[config.mk]
export PLATFORM = sky130hd
export DESIGN_NAME = nor_burst_rd
export DESIGN_NICKNAME = d
export VERILOG_FILES = /design/src/rtl/nbr_pkg.sv /design/src/rtl/nbr_phase.sv /design/src/rtl/nbr_lat_cnt.sv /design/src/rtl/nbr_wait_eval.sv /design/src/rtl/nbr_beat_store.sv /design/src/rtl/nor_burst_rd.sv
export SDC_FILE = /design/constraint.sdc
export NUM_CORES = 1
export LEC_CHECK = 0
export BUFFER_PORTS_ARGS = -buffer_cell sky130_fd_sc_hd__buf_2
export CORE_MARGIN = 3
export CORE_UTILIZATION = 35
export DETAILED_ROUTE_END_ITERATION = 6
export MAX_ROUTING_LAYER = met4
export RECOVER_POWER = 25
export SLEW_MARGIN = 0
export SYNTH_ARGS = -nofsm -noshare
export SYNTH_HDL_FRONTEND = slang
export SYNTH_HIERARCHICAL = 1
export SYNTH_SLANG_ARGS = --single-unit
[constraint.sdc]
create_clock -name clk -period 5.9 [get_ports clk]
set_input_delay 0.295 -clock clk [delete_from_list [all_inputs] [get_ports clk]]
set_output_delay 0.295 -clock clk [all_outputs]
set_load 0.05 [all_outputs]
[src/rtl/nbr_pkg.sv]
package nbr_pkg;
  typedef enum logic [2:0] {
    ST_IDLE,
    ST_ADDR,
    ST_LAT,
    ST_DATA,
    ST_REL
  } nbr_state_e;
endpackage

[src/rtl/nbr_phase.sv]
// Flash clock generator: divides the system clock by two while an access runs.
module nbr_phase (
  input  logic clk,
  input  logic rst,
  input  logic run,
  output logic mclk,
  output logic rise,
  output logic fall
);
  logic ph;

  always_ff @(posedge clk) begin
    if (rst) ph <= 1'b0;
    else     ph <= run ? ~ph : 1'b0;
  end

  assign mclk = ph;
  // rise: this system edge drives the flash clock high (sample point)
  assign rise = run & ~ph;
  // fall: this system edge drives the flash clock low (launch point)
  assign fall = run & ph;
endmodule

[src/rtl/nbr_lat_cnt.sv]
// Latency down-counter, loaded on accept, decremented on flash rising edges.
module nbr_lat_cnt #(
  parameter int LW = 4
) (
  input  logic          clk,
  input  logic          rst,
  input  logic          load,
  input  logic [LW-1:0] load_val,
  input  logic          dec,
  output logic          zero
);
  logic [LW-1:0] cnt;

  always_ff @(posedge clk) begin
    if (rst)                      cnt <= '0;
    else if (load)                cnt <= load_val;
    else if (dec && cnt != '0)    cnt <= cnt - 1'b1;
  end

  assign zero = (cnt == '0);
endmodule

[src/rtl/nbr_wait_eval.sv]
// Wait-line evaluation: polarity, same/next-edge mode and stall timeout.
module nbr_wait_eval #(
  parameter int TMO_LIMIT = 255
) (
  input  logic clk,
  input  logic rst,
  input  logic clear,
  input  logic sample,
  input  logic wait_in,
  input  logic pol,
  input  logic inline_mode,
  output logic take,
  output logic tmo
);
  localparam int TW = $clog2(TMO_LIMIT + 1);

  logic          ok;
  logic          prev_ok;
  logic [TW-1:0] stall_cnt;

  assign ok   = (wait_in != pol);
  assign take = sample & (inline_mode ? ok : prev_ok);

  always_ff @(posedge clk) begin
    if (rst) begin
      prev_ok   <= 1'b0;
      stall_cnt <= '0;
      tmo       <= 1'b0;
    end else if (clear) begin
      prev_ok   <= 1'b0;
      stall_cnt <= '0;
      tmo       <= 1'b0;
    end else if (sample) begin
      prev_ok <= ok;
      if (take) begin
        stall_cnt <= '0;
      end else if (stall_cnt == TW'(TMO_LIMIT)) begin
        tmo <= 1'b1;
      end else begin
        stall_cnt <= stall_cnt + 1'b1;
      end
    end
  end
endmodule

[src/rtl/nbr_beat_store.sv]
// Collects up to BEATS_MAX data beats, first beat in the lowest slot.
module nbr_beat_store #(
  parameter int DW        = 16,
  parameter int BEATS_MAX = 2
) (
  input  logic                    clk,
  input  logic                    rst,
  input  logic                    clear,
  input  logic                    two_beat,
  input  logic                    take,
  input  logic [DW-1:0]           dq,
  output logic [BEATS_MAX*DW-1:0] word,
  output logic                    last
);
  localparam int IW = $clog2(BEATS_MAX + 1);

  logic [IW-1:0] idx;
  logic [IW-1:0] need;
  logic [DW-1:0] slot [BEATS_MAX];

  assign need = two_beat ? IW'(2) : IW'(1);

  always_ff @(posedge clk) begin
    if (rst || clear) begin
      idx  <= '0;
      last <= 1'b0;
    end else if (take && !last) begin
      idx <= idx + IW'(1);
      if (idx + IW'(1) == need) last <= 1'b1;
    end
  end

  for (genvar g = 0; g < BEATS_MAX; g++) begin : g_slot
    always_ff @(posedge clk) begin
      if (rst || clear)                          slot[g] <= '0;
      else if (take && !last && idx == IW'(g))   slot[g] <= dq;
    end
    assign word[g*DW +: DW] = slot[g];
  end
endmodule

[src/rtl/nor_burst_rd.sv]
module nor_burst_rd
  import nbr_pkg::*;
#(
  parameter int AW        = 24,
  parameter int DW        = 16,
  parameter int LW        = 4,
  parameter int TMO_LIMIT = 255
) (
  input  logic            clk,
  input  logic            rst,
  input  logic            host_req,
  output logic            host_ack,
  input  logic            host_size,
  input  logic [AW-1:0]   host_addr,
  input  logic [LW-1:0]   cfg_lat,
  input  logic            cfg_wait_pol,
  input  logic            cfg_wait_inline,
  output logic [2*DW-1:0] rdata,
  output logic            done,
  output logic            err,
  output logic            mem_clk,
  output logic            mem_adv_n,
  output logic            mem_cs_n,
  output logic            mem_oe_n,
  output logic [AW-1:0]   mem_addr,
  input  logic [DW-1:0]   mem_dq,
  input  logic            mem_wait
);
  localparam int BEATS_MAX = 2;
  localparam int RW        = BEATS_MAX * DW;

  nbr_state_e     state;
  logic           ack_q, done_q, err_q;
  logic [RW-1:0]  rdata_q;
  logic           cs_n_q, adv_n_q, oe_n_q;
  logic [AW-1:0]  addr_q;
  logic           size_q, pol_q, inl_q;

  logic           run, rise, fall;
  logic           accept;
  logic           lat_zero;
  logic           take, tmo_hit;
  logic [RW-1:0]  beat_word;
  logic           burst_last;

  assign run    = (state != ST_IDLE);
  assign accept = (state == ST_IDLE) && host_req;

  nbr_phase u_phase (
    .clk  (clk),
    .rst  (rst),
    .run  (run),
    .mclk (mem_clk),
    .rise (rise),
    .fall (fall)
  );

  nbr_lat_cnt #(.LW(LW)) u_lat (
    .clk      (clk),
    .rst      (rst),
    .load     (accept),
    .load_val (cfg_lat),
    .dec      (rise && state == ST_LAT),
    .zero     (lat_zero)
  );

  nbr_wait_eval #(.TMO_LIMIT(TMO_LIMIT)) u_wait (
    .clk         (clk),
    .rst         (rst),
    .clear       (accept),
    .sample      (rise && state == ST_DATA),
    .wait_in     (mem_wait),
    .pol         (pol_q),
    .inline_mode (inl_q),
    .take        (take),
    .tmo         (tmo_hit)
  );

  nbr_beat_store #(.DW(DW), .BEATS_MAX(BEATS_MAX)) u_beats (
    .clk      (clk),
    .rst      (rst),
    .clear    (accept),
    .two_beat (size_q),
    .take     (take),
    .dq       (mem_dq),
    .word     (beat_word),
    .last     (burst_last)
  );

  always_ff @(posedge clk) begin
    if (rst) begin
      state   <= ST_IDLE;
      ack_q   <= 1'b0;
      done_q  <= 1'b0;
      err_q   <= 1'b0;
      rdata_q <= '0;
      cs_n_q  <= 1'b1;
      adv_n_q <= 1'b1;
      oe_n_q  <= 1'b1;
      addr_q  <= '0;
      size_q  <= 1'b0;
      pol_q   <= 1'b0;
      inl_q   <= 1'b0;
    end else begin
      ack_q  <= 1'b0;
      done_q <= 1'b0;
      err_q  <= 1'b0;
      case (state)
        ST_IDLE: begin
          if (host_req) begin
            ack_q   <= 1'b1;
            cs_n_q  <= 1'b0;
            adv_n_q <= 1'b0;
            addr_q  <= host_addr;
            size_q  <= host_size;
            pol_q   <= cfg_wait_pol;
            inl_q   <= cfg_wait_inline;
            state   <= ST_ADDR;
          end
        end
        ST_ADDR: begin
          if (fall) begin
            adv_n_q <= 1'b1;
            oe_n_q  <= 1'b0;
            state   <= lat_zero ? ST_DATA : ST_LAT;
          end
        end
        ST_LAT: begin
          if (fall && lat_zero) state <= ST_DATA;
        end
        ST_DATA: begin
          if (fall && (burst_last || tmo_hit)) begin
            cs_n_q <= 1'b1;
            oe_n_q <= 1'b1;
            state  <= ST_REL;
          end
        end
        ST_REL: begin
          if (fall) begin
            done_q  <= 1'b1;
            err_q   <= tmo_hit;
            rdata_q <= tmo_hit ? '0 : beat_word;
            state   <= ST_IDLE;
          end
        end
        default: state <= ST_IDLE;
      endcase
    end
  end

  assign host_ack  = ack_q;
  assign done      = done_q;
  assign err       = err_q;
  assign rdata     = rdata_q;
  assign mem_cs_n  = cs_n_q;
  assign mem_adv_n = adv_n_q;
  assign mem_oe_n  = oe_n_q;
  assign mem_addr  = addr_q;
endmodule

==> impl_metrics.ini, run 1 <==
[synth]
synth_top_area_frac = 0.3799
postSynthCellCount = 413
synth_area_um2 = 4532
synth_seq_cells = 118
yosysTopAreaCell = dfxtp_1
syn_area_per_cell_um2 = 10.97
synth_cell_type_count = 60
synth_most_common_cell = dfxtp_1
synth_seq_area_share = 0.5919
yosys_warnings = 6
synth_edf_count = 32
yosys-top-cells-area = dfxtp_1 38%, edfxtp_1 21%, a22o_1 6.2%
synth_common_cells = 86 x dfxtp_1, 68 x nand2_1, 34 x and2_1, 32 x a22o_1, 32 x edfxtp_1
synth_ff_type = dfxtp_1
synth_fp_nets = 468
synthArstFlopShare = 0

[global_route]
grt_first_pass_wirelength_um = 15840
overflow = 0
grt_pass1_vias = 3305
grt_max_degree = 51
track_usage = 0.1417
grt_antenna_before_repair = 0

[clock_network]
cts_hold_repair.buffers = 0
cts_resized = 0
clock_path_buffers = 2
clockRootBuffer = clkbuf_16
clock_latency_ns = 0.40
cts_max_level = 4
cts_setup_buffers = 0
clk_pin_slew_ns = 0.06
numCtsBuffers = 17
numClockSinks = 118
cts_tree = built

[sta]
clock.fmax_mhz = 307.9
fin_tns_setup_ns = 0
finalCriticalPeriod_ns = 3.248
setup-violations-final = 0
worst_pin_slew_ns = 1.071
final-max-slew-violation-count = 0
rsz0062_at_grt = false
finalCritPeriodShare = 0.5505
finalHoldViolations = 0
max_slew_margin = 0.2859
clock_skew_ns = 0.009303

[floorplan]
die_h_um = 119.8
die_w_um = 119.8
die_area_um2 = 14350
core_um2 = 12310
initial_core_util = 0.3681
io_pins = 114
rows = 40

[power_and_ir_drop]
peakVddDrop_mv = 0.2274
p_per_area_nw_per_um2 = 360.9
leakage_uw = 0.002277
total_power_uw = 2076

[route]
wl_per_cell_um = 13.52
routed_wl_um = 9542
vias_per_cell = 4.725
drc = 0
ant_nets = 0
dr.pass1.iters = 4
num_vias = 3336
drt_iter0_drc = 181

[worst_setup_path]
cp_slowest_cell = nor2b_1
path_cells = or3_1 -> nor2b_1 -> nand2_1 -> nor2b_1 -> o21ai_0 -> a21o_1 -> inv_1 -> nor2b_4 -> nand2_1 -> nand2_1
path_common_cell = nand2_1
critPathMaxFanout = 16
cp_top_family = simple AND/OR/NAND/NOR gates
critPathKind = register to register
crit_path_end_kind = register
crit_required_ns = 5.93
cp_slowest_stage_delay_ns = 0.64
r2r_slack_ns = 2.65
cp_num_cells = 10
worstRegToRegCells = 10
cp.arrival_ns = 3.27
crit_buf_inv = 1
critPathLaunchType = register

[final_layout]
fillCellCount = 1218
area_delta_synth_final_pct = 26.95
final_core_util = 0.4673
nets = 581
drive_gt1_frac = 0.2138
diodes = 0

[placement]
place_congestion = 0.7720
hpwlAfterDp_um = 6501
numPortBuffers = 113

[outcome]
outcome = finished clean

[hold_path]
hold-path-cell-count = 3
hp-class = primary input to register

[job]
drv_cap = 0
==> sequential cells by signal (all words and copies together), names as in the netlist, 2 cells and up <==
signal,count
mem_addr,24
u_beats/slot,32
u_beats/idx,2
state,3
rdata,32
u_lat/cnt,4
u_wait/stall_cnt,8
==> metal layers <==
layer / global-route usage / routed length, um / vias up
met2: 0.2165 / 4291 / 106
met1: 0.1769 / 4545 / 1529
met4: 0.05154 / 110 / 0
met5: - / 0 / -
li1: - / - / 1692
met3: 0.04571 / 594 / 9
==> power by group <==
group	leakage, uW	switching (uW)	internal (uW)	total (uW)
Clock	0.000299	371	692	1060
Combinational	0.000932	102	36.9	139
Sequential	0.00105	13.9	861	875
==> worst paths after layout <==
path | from | end
worst min-delay path | host_addr[23] | mem_addr[23]
worst max-delay path | state[1] | u_beats/slot[0][0]
worst min register to register | u_beats/slot[1][15] | rdata[31]
worst max register to register | state[1] | u_beats/slot[0][0]
==> tightest hold or removal path: stages <==
cell	delay (ns)
buf_2	0.09
nand2_1	0.04
a21oi_1	0.05
==> metrics by stage <==
stage	instance area, um2	hold slack [ns]	std cells	setup slack (ns)
final	5753	0.1243	706	2.652
after global routing	5753	0.1211	706	2.260
after CTS	5823	0.1074	706	2.644
after detailed placement	5205	0.4399	675	2.679
after global placement	5205	0.4416	675	2.796
after floorplan	4532	0.3657	413	3.573
==> cell families after synthesis <==
logic type	share of synthesized area
simple gates	0.1974
flops	0.5919
compound gates	0.1494
buf+inv	0.03562
mux	0.008835
fa+ha+maj	0.01104
xor+xnor	0.005799
==> placed cells by master, fill, tap and decap left out, types with 3 or more instances in the layout <==
master,n
dfxtp_1,86
nand2_1,68
buf_2,61
clkbuf_1,52
and2_1,34
a22o_1,32
edfxtp_1,32
a21oi_1,31
clkbuf_16,18
nor2_1,17
inv_1,7
nor3_1,6
nand3_1,5
nor2b_1,4
inv_6,4
mux2i_1,4
ha_1,4
clkinv_4,3
o21ai_0,3
nand2b_1,3
a311oi_1,3
bufinv_16,3
and3_4,3
==> final cells by class <==
cell class / count / area (um2) / area share
Sequential cell: 118 / 2683 / 0.4663
Multi-Input combinational cell: 266 / 1692 / 0.2940
Timing Repair Buffer: 115 / 515.5 / 0.08960
Clock buffer: 18 / 450.4 / 0.07829
Tap cell: 168 / 210.2 / 0.03654
Clock inverter: 13 / 167.7 / 0.02914
Inverter: 8 / 35.03 / 0.006090
(Power assumes the default switching activity.)
==> run 2, diff against run 1 <==
==> constraint.sdc (replaced) <==
create_clock -name clk -period 3.3 [get_ports clk]
set_input_delay 0.165 -clock clk [delete_from_list [all_inputs] [get_ports clk]]
set_output_delay 0.165 -clock clk [all_outputs]
set_load 0.05 [all_outputs]
==> run 2 against run 1 <==
Against the previous run: global-route usage grew 1.0 points; final area is 4.5% higher; critical path depth unchanged; critical endpoint is now u_beats/slot[0][8].
==> impl_metrics.ini, run 2 (synthesis results as in run 1) <==
[hold_path]
hp-start = host_addr[12]
hp-class = primary input to register
hold_end = mem_addr[12]
hold-path-cell-count = 3

[placement]
numPortBuffers = 113
hpwlAfterDp_um = 6629
place_congestion = 0.7777
dp_worst_setup_slack_ns = 0.6555
place_area_um2 = 5228

[final_layout]
diodes = 0
nets = 609
drive_gt1_frac = 0.2011
layout_commonest_cell = dfxtp_1
area_delta_synth_final_pct = 32.61
final_cell_mix = 86 x dfxtp_1, 68 x nand2_1, 61 x buf_2
final_core_util = 0.4881
final_area_um2 = 6010

[job]
drv_cap = 0

[worst_setup_path]
critPathKind = register to register
path_common_cell = nand2_1
r2r_slack_ns = 0.65
critPathMaxFanout = 16
path_cells = or3_1 -> nor2b_1 -> nand2_1 -> nor2b_1 -> o21ai_0 -> a21o_1 -> inv_1 -> nor2b_4 -> nand2_1 -> nand2_1
worstRegToRegCells = 10
crit_required_ns = 3.33
crit_path_end_kind = register
r2r-end = u_beats/slot[0][8]
critPathLaunchType = register
cp_slowest_cell = nand2_1
cp.arrival_ns = 2.68
r2r-start = state[1]
cp_slowest_stage_delay_ns = 0.55
cp-startpoint = state[1]

[floorplan]
die_h_um = 119.8
die_area_um2 = 14350
io_pins = 114
initial_core_util = 0.3681
rows = 40
die_w_um = 119.8
core_um2 = 12310

[global_route]
track_usage = 0.1516
grt_antenna_before_repair = 0
overflow = 0
grt_max_degree = 38
grt_first_pass_wirelength_um = 16770
grt_pass1_vias = 3379

[sta]
finalHoldViolations = 0
hold_slack_ns = 0.01834
finalCriticalPeriod_ns = 2.652
max_slew_margin = 0.5088
rsz0062_at_grt = false
setup-violations-final = 0
final-max-slew-violation-count = 0
worst_slack_ns = 0.6485
finalCritPeriodShare = 0.8035
clock_skew_ns = 0.007137
fin_tns_setup_ns = 0
clock.fmax_mhz = 377.1
worst_pin_slew_ns = 0.7350

[route]
dr.pass1.iters = 4
ant_nets = 0
routed_wl_um = 10290
wl_per_cell_um = 14.01
vias_per_cell = 4.741
num_vias = 3485
drt_iter0_drc = 230
drc = 0

[clock_network]
numCtsBuffers = 17
clockRootBuffer = clkbuf_16
clock_latency_ns = 0.41
clock_path_buffers = 2
cts_tree = built
clk_pin_slew_ns = 0.05
numClockSinks = 118
cts_max_level = 4
cts_setup_buffers = 0

[power_and_ir_drop]
leakage_uw = 0.002386
p_per_area_nw_per_um2 = 615.4
peakVddDrop_mv = 0.3136
power.internal_uw = 2865
combPwrFrac = 0.075
swShare = 0.2252
p_clk_frac = 0.502
net-switching-power_uw = 832.9
seqPwrFrac = 0.424

[outcome]
outcome = finished clean
-- run 2: power groups by stage --
stage               Sequential [uW]  Clock, uW  Combinational (uW)
floorplan                      1660          0                 103
global placement               1590          0                 255
detailed placement             1590          0                 259
CTS                            1570       1900                 282
global route                   1570       1980                 301
finish                         1570       1860                 276
-- run 2: what timing repair did --
item                      in CTS  in global routing
hold endpoints to repair      25                  0
resized for setup              0                  0
hold buffers                  25                  0
-- run 2: cell type report --
class / count / area (um2)
inverter: 8 / 35.03
multi-input combinational: 266 / 1692
timing repair buffer: 143 / 788.3
tap: 168 / 210.2
fill: 1147 / 6302
clock inverter: 10 / 127.6
sequential: 118 / 2683
clock buffer: 22 / 474.2
-- run 2: critical path: cells and delay by family, from the launching register on --
kind	cells	cell delay, ns
and+or+nand+nor	7	1.37
AOI/OAI and AO/OA	2	0.28
DFF	1	0.51
buffers and inverters	1	0.11
-- run 2: worst max path at each step --
stage,slack (ns),depth (start not counted),endpoint
detailed placement,0.66,10,u_beats/slot[0][3]
CTS,0.64,10,u_beats/slot[0][10]
global placement,0.73,10,u_beats/slot[0][4]
global route,0.37,10,u_beats/slot[0][10]
floorplan,0.97,12,u_beats/slot[1][0]
finish,0.65,10,u_beats/slot[0][8]
-- run 2: metrics by stage --
step                total power [uW]  instances
CTS                             3747        735
global placement                1848        678
floorplan                       1768        413
global route                    3848        735
finish                          3698        735
detailed placement              1853        678
-- run 2: layer usage --
layer | routed length (um) | global-route usage | share of wire | vias up
met4 | 127 | 0.05225 | 0.012 | 0
met2 | 4571 | 0.2210 | 0.44 | 116
met1 | 4935 | 0.1965 | 0.48 | 1599
met5 | 0 | - | 0 | -
li1 | - | - | - | 1756
met3 | 660 | 0.05372 | 0.064 | 14
==> run 3, diff against run 2 <==
==> constraint.sdc (replaced) <==
create_clock -name clk -period 2.3 [get_ports clk]
set_input_delay 0.115 -clock clk [delete_from_list [all_inputs] [get_ports clk]]
set_output_delay 0.115 -clock clk [all_outputs]
set_load 0.05 [all_outputs]
==> run 3 against run 2 <==
Against the previous run: worst setup slack lost 0.47 ns; clock skew shrank 0.00067 ns; first-iteration DRC count shrank 9.6%; sequential share of layout area fell by 0.85 points; cell count is 2.3% higher; count of clock-buffer cells in the layout down 3; global-route usage up 0.093 points; register-to-register slack got worse by 0.47 ns; core utilization rose by 0.95 points; final area rose by 1.9%; clock power grew 28%; largest cell class unchanged; largest power group unchanged; highest routed layer unchanged.
==> impl_metrics.ini, run 3 (synthesis results as in run 1) <==
[placement]
numPortBuffers = 113
place_congestion = 0.7791
hpwlAfterDp_um = 6852
dp_worst_setup_slack_ns = 0.04908

[route]
routed_wl_um = 10410
vias_per_cell = 4.770
wl_per_cell_um = 13.84
dr.pass1.iters = 5
num_vias = 3587
ant_nets = 0
drt_iter0_drc = 208
drc = 0

[sta]
finalCritPeriodShare = 0.9217
clock_skew_ns = 0.006465
finalHoldViolations = 0
setup-violations-final = 0
rsz0062_at_grt = false
worst_slack_ns = 0.1800
max_slew_margin = 0.5881
final-max-slew-violation-count = 0
worst_pin_slew_ns = 0.6205
finalCriticalPeriod_ns = 2.120
clock.fmax_mhz = 471.7
hold_slack_ns = 0.007315
fin_tns_setup_ns = 0

[worst_setup_path]
crit_path_end_kind = register
r2r-start = state[2]
crit_required_ns = 2.45
worstRegToRegCells = 10
cp.arrival_ns = 2.27
path_common_cell = nor2b_1
critPathLaunchType = register
crit_buf_inv = 1
cp_top_family = simple AND/OR/NAND/NOR gates
cp_slowest_cell = or3_1
r2r-end = u_beats/slot[1][0]
path_cells = or3_1 -> nor2b_1 -> nand2_1 -> nor2b_1 -> o21ai_0 -> a21o_1 -> inv_2 -> nor2b_4 -> and3_4 -> and2_1
critPathMaxFanout = 16
r2r_slack_ns = 0.18
critPathKind = register to register
cp_slowest_stage_delay_ns = 0.41

[global_route]
grt_antenna_before_repair = 0
track_usage = 0.1526
grt_pass1_vias = 3664
grt_max_degree = 33
overflow = 0
grt_first_pass_wirelength_um = 17160

[floorplan]
die_h_um = 119.8
die_w_um = 119.8
initial_core_util = 0.3681
core_um2 = 12310
die_area_um2 = 14350
rows = 40
io_pins = 114

[hold_path]
hp-class = primary input to register
hold_end = u_beats/slot[0][12]
hold-path-cell-count = 2
hp-start = mem_dq[12]

[final_layout]
drive_gt1_frac = 0.2226
nets = 626
layout_commonest_cell = dfxtp_1
area_delta_synth_final_pct = 35.17
final_cell_mix = 86 x dfxtp_1, 64 x nand2_1, 61 x buf_2
diodes = 0

[power_and_ir_drop]
p_per_area_nw_per_um2 = 826.0
leakage_uw = 0.002437
peakVddDrop_mv = 0.6176

[clock_network]
cts_tree = built
numClockSinks = 118
clk_pin_slew_ns = 0.06
numCtsBuffers = 17
clockRootBuffer = clkbuf_16
cts_max_level = 4
clock_latency_ns = 0.40
clock_path_buffers = 2

[job]
drv_cap = 0

[outcome]
outcome = finished clean
## run 3: changes by cell type in the layout (fill, tap and decap cells not counted), sizes merged
cell and delta:
dlygate4sd3 +9, buf +6, clkbuf -3, bufinv -2
clkinvlp +2, inv +2, nand2 +2, clkinv +1
## run 3: worst max-delay path by stage
stage / end / from / depth (start not counted)
2_1_floorplan: u_beats/slot[0][0] / state[1] / 13
3_3_place_gp: u_beats/slot[0][4] / state[2] / 10
3_5_place_dp: u_beats/slot[0][6] / state[2] / 10
4_1_cts: u_beats/slot[0][7] / state[2] / 10
5_1_grt: u_beats/slot[0][10] / state[0] / 10
6_report: u_beats/slot[1][0] / state[2] / 10
## run 3: repair_timing
action                                  in CTS  in global routing
setup buffers                                0                  1
hold endpoints to repair                    34                  0
endpoints found under the setup margin       0                 34
hold buffers                                34                  0
gates resized for setup                      0                  7
## run 3: worst reg2reg max path, delay by kind of cell (launching register included)
kind,cells,cell delay [ns]
AND/OR/NAND/NOR,7,1.26
flip-flops,1,0.33
buffers and inverters,1,0.07
AO/OA/AOI/OAI,2,0.23
## run 3: power by group
| group | internal, uW | leakage (uW) | switching [uW] | total, uW |
|---|---|---|---|---|
| registers | 2210 | 0.00105 | 35.2 | 2240 |
| clock network | 1480 | 0.000264 | 918 | 2390 |
| logic | 142 | 0.00113 | 280 | 421 |
| total | 3830 | 0.00244 | 1230 | 5060 |
## run 3: final cells by class
cell class	instances	area [um2]
clock buffer	19	432.9
clock inverter	13	107.6
fill	1174	6186
inverter	8	35.03
multi-input combinational	268	1734
sequential	118	2683
tap	168	210.2
timing repair buffer	158	923.4
## run 3: metrics by stage
stage	std cells	power, uW	util	cell area, um2
detailed placement	683	2665	0.4280	5270
floorplan	413	2537	-	4537
global placement	683	2659	0.4280	5270
CTS	749	5117	0.4996	6151
global route	752	5267	0.4976	6126
finish	752	5060	0.4976	6126
## run 3: metal layers
layer  wire length [um]  up-vias  global-route usage
li1                   -     1792                   -
met1               4581     1658              0.1828
met2               4929      126              0.2451
met3                785       11             0.05184
met4                110        0             0.04581
met5                  0        -                   -
